[config.mk]
export PLATFORM = sky130hd
export DESIGN_NAME = fp_issue_interlock
export DESIGN_NICKNAME = d
export VERILOG_FILES = /design/src/rtl/fpi_pkg.sv /design/src/rtl/fpi_wb_reserve.sv /design/src/rtl/fpi_pend_table.sv /design/src/rtl/fpi_div_track.sv /design/src/rtl/fp_issue_interlock.sv
export SDC_FILE = /design/constraint.sdc
export NUM_CORES = 1
export LEC_CHECK = 0
export ABC_CLOCK_PERIOD_IN_PS = 3900
export CELL_PAD_IN_SITES_DETAIL_PLACEMENT = 0
export CELL_PAD_IN_SITES_GLOBAL_PLACEMENT = 1
export CORE_MARGIN = 2
export CORE_UTILIZATION = 35
export CTS_CLUSTER_DIAMETER = 150
export CTS_CLUSTER_SIZE = 24
export DETAILED_ROUTE_END_ITERATION = 8
export PLACE_DENSITY_LB_ADDON = 0.1
export SLEW_MARGIN = 20
export SYNTH_ARGS = -nofsm -noshare
export SYNTH_HDL_FRONTEND = slang
export SYNTH_HIERARCHICAL = 1
export SYNTH_SLANG_ARGS = --single-unit
[constraint.sdc]
create_clock -name clk -period 3.9 [get_ports clk]
set_clock_uncertainty 0.15 [all_clocks]
set_input_delay 0.585 -clock clk [delete_from_list [all_inputs] [get_ports clk]]
set_output_delay 0.585 -clock clk [all_outputs]
set_load 0.02 [all_outputs]
[src/rtl/fpi_pkg.sv]
package fpi_pkg;

   typedef enum logic [2:0] {
      UNIT_ALU  = 3'd0,
      UNIT_LOAD = 3'd1,
      UNIT_ADD  = 3'd2,
      UNIT_MUL  = 3'd3,
      UNIT_DIV  = 3'd4
   } unit_e;

   typedef enum logic [1:0] {
      WHY_DIV_BUSY = 2'd0,
      WHY_PORT     = 2'd1,
      WHY_RAW      = 2'd2,
      WHY_WAW      = 2'd3
   } why_e;

   function automatic int max2(input int a, input int b);
      return (a > b) ? a : b;
   endfunction

endpackage

[src/rtl/fpi_wb_reserve.sv]
module fpi_wb_reserve #(
   parameter int SLOTS = 25,
   parameter int DW    = 5
) (
   input  logic          clk,
   input  logic          rst_n,
   input  logic [DW-1:0] probe_dly_i,
   input  logic          claim_i,
   output logic          taken_o
);

   if (SLOTS < 2) begin : g_bad_slots
      $error("fpi_wb_reserve: SLOTS must be at least 2");
   end
   if ((1 << DW) < SLOTS) begin : g_bad_dw
      $error("fpi_wb_reserve: DW too narrow for SLOTS");
   end

   logic [SLOTS-1:0] slot_q;
   logic [SLOTS-1:0] slot_d;

   assign taken_o = slot_q[probe_dly_i];

   always_comb begin
      slot_d = slot_q >> 1;
      if (claim_i && (probe_dly_i != '0)) begin
         slot_d[probe_dly_i - DW'(1)] = 1'b1;
      end
   end

   always_ff @(posedge clk or negedge rst_n) begin
      if (!rst_n) slot_q <= '0;
      else        slot_q <= slot_d;
   end

   // the write port is never claimed twice for the same cycle
   p_single_claim_r4: assert property (@(posedge clk) disable iff (!rst_n)
      claim_i |-> !taken_o);

   // a claim made at distance d is seen at distance d-1 one cycle later
   p_claim_ages_r8: assert property (@(posedge clk) disable iff (!rst_n)
      (claim_i && probe_dly_i > DW'(1)) |=> slot_q[$past(probe_dly_i) - DW'(1)]);

endmodule

[src/rtl/fpi_pend_table.sv]
module fpi_pend_table #(
   parameter int NREG = 32,
   parameter int DW   = 5,
   localparam int RW  = $clog2(NREG)
) (
   input  logic                      clk,
   input  logic                      rst_n,
   input  logic                      set_i,
   input  logic [RW-1:0]             set_idx_i,
   input  logic [DW-1:0]             set_val_i,
   output logic [NREG-1:0][DW-1:0]   left_o
);

   if (NREG < 2) begin : g_bad_nreg
      $error("fpi_pend_table: NREG must be at least 2");
   end

   for (genvar r = 0; r < NREG; r++) begin : g_reg
      logic [DW-1:0] left_q;
      logic          hit;

      assign hit       = set_i && (set_idx_i == RW'(r));
      assign left_o[r] = left_q;

      always_ff @(posedge clk or negedge rst_n) begin
         if (!rst_n)              left_q <= '0;
         else if (hit)            left_q <= set_val_i;
         else if (left_q != '0)   left_q <= left_q - DW'(1);
      end

      // a pending countdown drops by one each cycle until its write-back
      p_countdown_r5: assert property (@(posedge clk) disable iff (!rst_n)
         (left_q != '0 && !hit) |=> (left_q == $past(left_q) - DW'(1)));
   end

endmodule

[src/rtl/fpi_div_track.sv]
module fpi_div_track #(
   parameter int II = 24,
   localparam int BW = $clog2(II + 1)
) (
   input  logic clk,
   input  logic rst_n,
   input  logic start_i,
   output logic busy_o
);

   if (II < 2) begin : g_bad_ii
      $error("fpi_div_track: II must be at least 2");
   end

   logic [BW-1:0] gap_q;

   always_ff @(posedge clk or negedge rst_n) begin
      if (!rst_n)             gap_q <= '0;
      else if (start_i)       gap_q <= BW'(II - 1);
      else if (gap_q != '0)   gap_q <= gap_q - BW'(1);
   end

   assign busy_o = (gap_q != '0);

   // a divide start leaves the unit occupied in the following cycle
   p_busy_after_start_r2: assert property (@(posedge clk) disable iff (!rst_n)
      start_i |=> busy_o);

endmodule

[src/rtl/fp_issue_interlock.sv]
module fp_issue_interlock
   import fpi_pkg::*;
#(
   parameter int NREG    = 32,
   parameter int LAT_ALU = 0,
   parameter int LAT_MEM = 1,
   parameter int LAT_ADD = 3,
   parameter int LAT_MUL = 6,
   parameter int LAT_DIV = 23,
   parameter int DIV_II  = 24,
   localparam int RW     = $clog2(NREG),
   localparam int D_ALU  = LAT_ALU + 1,
   localparam int D_LOAD = LAT_MEM + 1,
   localparam int D_ADD  = LAT_ADD + 1,
   localparam int D_MUL  = LAT_MUL + 1,
   localparam int D_DIV  = LAT_DIV + 1,
   localparam int D_MAX  = max2(max2(max2(D_ALU, D_LOAD), max2(D_ADD, D_MUL)), D_DIV),
   localparam int SLOTS  = D_MAX + 1,
   localparam int DW     = $clog2(SLOTS)
) (
   input  logic          clk,
   input  logic          rst_n,
   input  logic          req_valid,
   input  logic [2:0]    req_unit,
   input  logic          req_wr,
   input  logic [RW-1:0] req_dst,
   input  logic [RW-1:0] req_src_a,
   input  logic [RW-1:0] req_src_b,
   output logic          issue,
   output logic          stall,
   output logic [1:0]    stall_why
);

   if (LAT_ALU < 0 || LAT_MEM < 0 || LAT_ADD < 0 || LAT_MUL < 0 || LAT_DIV < 0) begin : g_bad_lat
      $error("fp_issue_interlock: latencies must be non-negative");
   end
   if (DIV_II < 1) begin : g_bad_ii
      $error("fp_issue_interlock: DIV_II must be at least 1");
   end

   logic [DW-1:0]            dly;
   logic                     is_div;
   logic                     port_taken;
   logic                     div_busy;
   logic [NREG-1:0][DW-1:0]  left;
   logic                     hz_div, hz_port, hz_raw, hz_waw, hz_any;
   why_e                     why;

   always_comb begin
      case (unit_e'(req_unit))
         UNIT_LOAD: dly = DW'(D_LOAD);
         UNIT_ADD:  dly = DW'(D_ADD);
         UNIT_MUL:  dly = DW'(D_MUL);
         UNIT_DIV:  dly = DW'(D_DIV);
         default:   dly = DW'(D_ALU);
      endcase
   end

   assign is_div = (req_unit == UNIT_DIV);

   fpi_wb_reserve #(.SLOTS(SLOTS), .DW(DW)) u_reserve (
      .clk         (clk),
      .rst_n       (rst_n),
      .probe_dly_i (dly),
      .claim_i     (issue && req_wr),
      .taken_o     (port_taken)
   );

   fpi_pend_table #(.NREG(NREG), .DW(DW)) u_pend (
      .clk       (clk),
      .rst_n     (rst_n),
      .set_i     (issue && req_wr),
      .set_idx_i (req_dst),
      .set_val_i (dly - DW'(1)),
      .left_o    (left)
   );

   if (DIV_II > 1) begin : g_div_track
      fpi_div_track #(.II(DIV_II)) u_div (
         .clk     (clk),
         .rst_n   (rst_n),
         .start_i (issue && is_div),
         .busy_o  (div_busy)
      );
   end else begin : g_div_free
      assign div_busy = 1'b0;
   end

   assign hz_div  = is_div && div_busy;
   assign hz_port = req_wr && port_taken;
   assign hz_raw  = (left[req_src_a] != '0) || (left[req_src_b] != '0);
   assign hz_waw  = req_wr && (left[req_dst] != '0) && (left[req_dst] >= dly);
   assign hz_any  = hz_div || hz_port || hz_raw || hz_waw;

   always_comb begin
      if (hz_div)       why = WHY_DIV_BUSY;
      else if (hz_port) why = WHY_PORT;
      else if (hz_raw)  why = WHY_RAW;
      else              why = WHY_WAW;
   end

   assign issue     = req_valid && !hz_any;
   assign stall     = req_valid && hz_any;
   assign stall_why = why;

   // a divide never issues while the divider is occupied
   p_div_free_r2: assert property (@(posedge clk) disable iff (!rst_n)
      (issue && is_div) |-> !div_busy);

   // an issuing instruction sees no pending write on its sources
   p_sources_ready_r5: assert property (@(posedge clk) disable iff (!rst_n)
      issue |-> (left[req_src_a] == '0 && left[req_src_b] == '0));

   // an issuing writer lands strictly after any older write to its destination
   p_write_order_r6: assert property (@(posedge clk) disable iff (!rst_n)
      (issue && req_wr) |-> (left[req_dst] < dly));

   // no candidate, no decision
   p_idle_quiet_r10: assert property (@(posedge clk) disable iff (!rst_n)
      !req_valid |-> (!issue && !stall));

endmodule

* Word-level counts from Yosys, hierarchy flattened *
Cells that the tools add are included.

storage, ports and cells
  register bits after elaboration = 190
  word-level logic and storage cells = 310
  output and inout port bits = 4

operators by class
  add/subtract/negate cells = 34
  $lt $le $gt $ge = 7
  bitwise logic cells = 1
  equal/unequal tests = 35
  muxes and demuxes = 81
  reduce and logical (&&, ||, !) cells = 118

operators by type and width
  cell                   count
  $mux W5                69
  $reduce_bool A5 Y1     37
  $sub A5 B1 Y5 const B  34
  $eq A5 B5 Y1 const B   16
  $bmux W5 S5            3
  $reduce_bool A2 Y1     33
  $logic_and A1 B1 Y1    42
  $eq A5 B4 Y1 const B   8
  $lt A5 B6 Y1 const B   5
  $mux W25               1
  $or A24 B25 Y25        1
  $eq A5 B3 Y1 const B   4
  $pmux W5 S4            1
  $eq A5 B2 Y1 const B   2
  $eq A3 B2 Y1 const B   2
  $bmux W1 S5            1
  $demux W1 S5           1
  $eq A5 B1 Y1 const B   1
  $ge A5 B1 Y1 const B   1
  $ge A5 B5 Y1           1
  $logic_not A5 Y1       1
  $logic_or A1 B1 Y1     4
  $mux W2                2
  $eq A3 B1 Y1 const B   1
  other kinds (3)        5

* Logic depth before layout (Yosys ltp) *
  depth after elaboration = 13
  gate-level depth with buffers = 23
  depth with buffers taken out = 16

* Hierarchy *
The synthesis kept the hierarchy.

modules (own cells, without submodules)
  module              area an instance (um2)  cells each  seq. area each (um2)  instances
  fpi_pend_table      9227.6                  891         4003.8                1
  fp_issue_interlock  3246.9                  414         0.0                   1
  fpi_wb_reserve      1262.5                  107         625.6                 1
  fpi_div_track       265.3                   25          125.1                 1

* Worst setup path after synthesis *
No wires, ideal clock.

  path kind = input to register
  from = input req_dst[1]
  to = register u_pend.g_reg[10].left_q[1]
  stages on the path = 21
  buffers on the path = 5
  data arrival time = 4.293 ns
  setup slack = -0.668 ns
  library setup time = 0.125 ns
  data required time = 3.625 ns
  cells stage by stage = buf_6 buf_12 buf_6 buf_6 mux2i_1 a22oi_1 nand2_1 o21ai_0 nor2_1 ha_1 nand2b_1 a21o_1 a21o_1 a21o_1 a21oi_1 o21ai_0 a211oi_1 buf_2 and4bb_2 and2_1 mux2_2

on the way
  longest elaborated chain between the ends = 11
  elaborated cells on any way between the ends = 14
  those cells by class = order compare (1); eq/ne (1); mux (3); reduce/logical (9)

ends and longest elaborated chain
  what                                                  line                      text
  from (decl)                                           fp_issue_interlock.sv:26  input logic [RW-1:0] req_dst,
  branches (longest 9 deep; another with $ge A5 B5 Y1)  -
  $logic_and A1 B1 Y1 *                                 fpi_pend_table.sv:22      assign hit = set_i && (set_idx_i == RW'(r));
  $mux W5 / $reduce_bool A2 Y1 (equally long branches)  -
  to (signal assigned)                                  fpi_pend_table.sv:27      else if (hit) left_q <= set_val_i;
  to (signal assigned)                                  fpi_pend_table.sv:28      else if (left_q != '0) left_q <= left_q - DW'(1);
  to (decl)                                             fpi_pend_table.sv:19      logic [DW-1:0] left_q;

Every way passes the cells marked *. The select of a mux whose other input is x is not followed.
A chain may end at the register's enable or synchronous reset.

* Final worst setup path *
  from = register u_pend.g_reg[31].left_q[1]
  to = register u_pend.g_reg[0].left_q[1]

on the way
  longest elaborated chain between the ends = 11
  elaborated cells on any way between the ends = 21
  those cells by class = order compare (1); mux (7); reduce/logical (13)

ends and longest elaborated chain
  what                                                  line                       text
  from (decl)                                           fpi_pend_table.sv:19
  from (signal assigned)                                fpi_pend_table.sv:27
  from (signal assigned)                                fpi_pend_table.sv:28
  branches (longest 5 deep; another with $ge A5 B5 Y1)  -
  $logic_or A1 B1 Y1 *                                  fp_issue_interlock.sv:93   assign hz_any = hz_div || hz_port || hz_raw || hz_waw;
  $logic_not A1 Y1 *                                    fp_issue_interlock.sv:102  assign issue = req_valid && !hz_any;
  $logic_and A1 B1 Y1 *                                 fp_issue_interlock.sv:102
  $logic_and A1 B1 Y1 *                                 fp_issue_interlock.sv:72   .set_i (issue && req_wr),
  $logic_and A1 B1 Y1 *                                 fpi_pend_table.sv:22
  $mux W5 / $reduce_bool A2 Y1 (equally long branches)  -
  to (signal assigned)                                  fpi_pend_table.sv:27
  to (signal assigned)                                  fpi_pend_table.sv:28
  to (decl)                                             fpi_pend_table.sv:19

Marked as above.

==> impl_results.md <==
- Setup-failing EPs final: about 130
- Core Region: 39600 sq um
- Max cap viols: 0
- Worst r2r src: u_pend/g_reg[31].left_q[1]
- Worst setup EP type: register
- Initial DRC count: 766
- TritonCTS clock tree: yes
- Share of the synthesized area in the top cell type: 0.340
- Number of global-route vias before repair: approximately 13000
- Pwr/cell area: roughly 670 nW/um^2
- Synth Flop Type: dfrtp_1
- Area after DPL: ~18000 sq um
- Detailed placement HPWL: approximately 37000 microns
- Mean Syn Cell Area: between 9 and 10 sq um
- Crit path kind: register to register
- Final Cycle Share: 1.06
- CTS sink count: 190
- WL final: between 50000 and 60000 microns
- LEAKAGE: 8.27 nW
- F_max: approximately 240 MHz
- Crit path launch: u_pend/g_reg[31].left_q[1]
- Largest net degree at the start of global routing: 73
- Failing checks: negative setup slack
- Worst hold path class: register to register
- Global-route wire length before repair: roughly 79000 microns
- Reg clk slew, reported paths: roughly 0.070 ns
- RSZ-0062 raised after global routing: yes
- Hold Fails Final Rpt: 0
- Gr ovfl total: 0
- DRC: 0
- Clk Latency, worst-skew pair: just over 0.5 ns
- Cts bufs inserted: 17
- Die span in x: about 200 microns
- Synth top cells by count: 190 x dfrtp_1, 117 x nand3_1, 92 x xnor2_1, 90 x inv_1, 89 x o21ai_0
- Share of cells above drive strength 1: 0.438
- Sequential area share after synthesis: 0.340
- FF+latch count, synth: 190
- IO Port Bufs: 25
- Drt wl/cell: 22.7 microns
- Area contributors post-synth: dfrtp_1 34%, xnor2_1 5.8%, mux2i_1 5.1%
- Synthesis Warnings: 6
- Post-synthesis instance total: about 1400
- Startpoint Class: register
- Routed via count: between 10000 and 15000
- Final WS setup: -0.215 ns
- Inserted Diodes: 0
- Peak supply drop: 0.000309 V
- Worst Tran Pin Value: around 0.84 ns
- DRT Pass-1 Iters: 5
- Total Nets Final: 1814
- Post-Syn Area: 14000 sq um
- Detail Route Antenna Nets: 0
- Design area: between 15000 and 20000 sq um
- I/O Pins: 26
- Status: finished with violations
- Post-DR vias/cell: 5.55
- Worst slew margin: 0.440
- Pre-CTS setup slack: -0.970 ns
- Initial antenna violation count: 1
- Height of the die: ~200 microns
- Syn-to-layout area delta: 41.6%
- Filler cell count: between 3000 and 4000
- H-tree Lvls: 4
- Post-synth cell types: 86
- Period minus WS final: a little over 4 ns
- Critical Path AT: around 4.3 ns
- RePlAce Congestion: between 0.8 and 0.9
- Root buffer cell: clkbuf_16
- CTS Buffer Depth: 2
- Die area: around 42000 sq um
- Rows: between 70 and 80
- GRT Util Overall: 0.255
- Req. time, crit path: 4.13 ns
- Total power: 13.2 mW
- Count leader, synth: dfrtp_1
- Synth area leader: dfrtp_1
- Initial Util: 0.353
- Slew Viols, Final: 0
- Fraction of registers with async set/reset: 1.00
- EDFF count, synth: 0
- Worst Path Max Fanout: 6
- Hold wc startpoint: u_reserve/slot_q[4]
[critical path: stages, from the launching register on]
cell and delay [ns]:
dfrtp_1 0.40, mux4_2 0.52, mux2_4 0.32, o22ai_4 0.19
a211oi_4 0.08, ha_1 0.28, a21o_1 0.18, a21o_1 0.15
a21o_1 0.16, a21oi_2 0.13, o21ai_2 0.10, a211oi_4 0.29
buf_12 0.17, nor4b_4 0.22, buf_6 0.19, and2_4 0.16
mux2_4 0.29
[routing by layer]
layer | share of wire | track usage | up-vias | wire, microns
met5 | 0.00023 | 0 | - | 12
met4 | 0.025 | 0.0916 | 2 | 1330
met3 | 0.041 | 0.0446 | 70 | 2110
met2 | 0.47 | 0.406 | 258 | 24300
met1 | 0.47 | 0.348 | 6396 | 24200
li1 | - | - | 5971 | -
[final cells by class]
cell class,instances,area (sq um),area share
well taps,525,657,0.0331
inverters,90,342,0.0172
clock buffers,25,505,0.0255
flip-flops and latches,190,4750,0.240
clock inverters,4,55.1,0.00278
repair buffers,382,3600,0.181
multi-input cells,1072,9920,0.500
[sequential cells by signal (all words and copies together), names as in the netlist]
register	flops
u_pend/g.left_q	160
u_reserve/slot_q	25
g_div_track.u_div/gap_q	5
[placed cells by master (no fill, tap or decap), types with 7 or more instances in the layout]
cell	n
inv_1	87
a22oi_1	19
buf_4	279
mux2i_1	71
clkdlybuf4s50_1	13
nand3_4	12
a31o_2	9
nand2b_1	33
nor3b_1	7
nand2_1	47
ha_1	39
o31ai_4	22
nor4_1	11
nor2_1	59
buf_6	40
xnor2_1	90
o31ai_2	26
and2_4	10
mux2_2	42
nor4b_2	32
o21bai_1	7
a21oi_2	11
nand3_1	47
nand3_2	58
mux2_4	17
a21oi_1	11
o21ai_2	44
or4_1	7
buf_12	30
nand2_4	7
mux4_2	32
xor2_1	8
o21ai_0	30
clkbuf_16	20
nor3_1	75
dfrtp_1	190
o21ai_1	14
nor2_4	8
a32o_1	8
[logic make-up (layout without fill, tap and decap cells)]
family | Yosys count | after routing | synth area share
simple gates | 485 | 485 | 0.207
compound gates | 274 | 274 | 0.135
flops | 190 | 190 | 0.340
buf+inv | 179 | 501 | 0.0593
mux | 169 | 169 | 0.161
xor+xnor | 100 | 100 | 0.0626
fa+ha+maj | 39 | 39 | 0.0348
other cells | 1 | 5 | 0.000268
[through the flow]
step / setup TNS (ns) / hold slack (ns) / utilization / std cells
detailed placement: -142.19 / 0.302 / 0.447 / 2234
global placement: -129.91 / 0.300 / 0.447 / 2234
finish: -13.09 / 0.319 / 0.500 / 2288
CTS: -15.52 / 0.319 / 0.476 / 2277
floorplan: -21.94 / 0.139 / - / 1441
global route: -32.46 / 0.338 / 0.500 / 2288
[what timing repair did]
item | in CTS | in global routing
endpoints found under the setup margin | 171 | 178
hold buffers | 1 | 0
pin swaps | 19 | 67
gates resized for setup | 143 | 164
hold endpoints to repair | 62 | 0
cloned | 5 | 4
setup buffers | 9 | 11
[where the power goes]
group	internal, mW	total, mW	switching, mW
sequential	2.76	3.35	0.591
clock	0.955	1.80	0.840
combinational	4.35	8.10	3.75
[path summary, 6_finish.rpt]
path / to / slack, ns / cells past startpoint
max reg2reg: u_pend/g_reg[0].left_q[1] / -0.21 / 16
min in group asynchronous: u_pend/g_reg[0].left_q[0] / 0.52 / 2
max: u_pend/g_reg[0].left_q[1] / -0.21 / 16
min reg2reg: u_reserve/slot_q[3] / 0.32 / 1
min: u_reserve/slot_q[3] / 0.32 / 1
max in group asynchronous: u_pend/g_reg[10].left_q[2] / 2.20 / 3
Power figures use the tool's default switching activity.
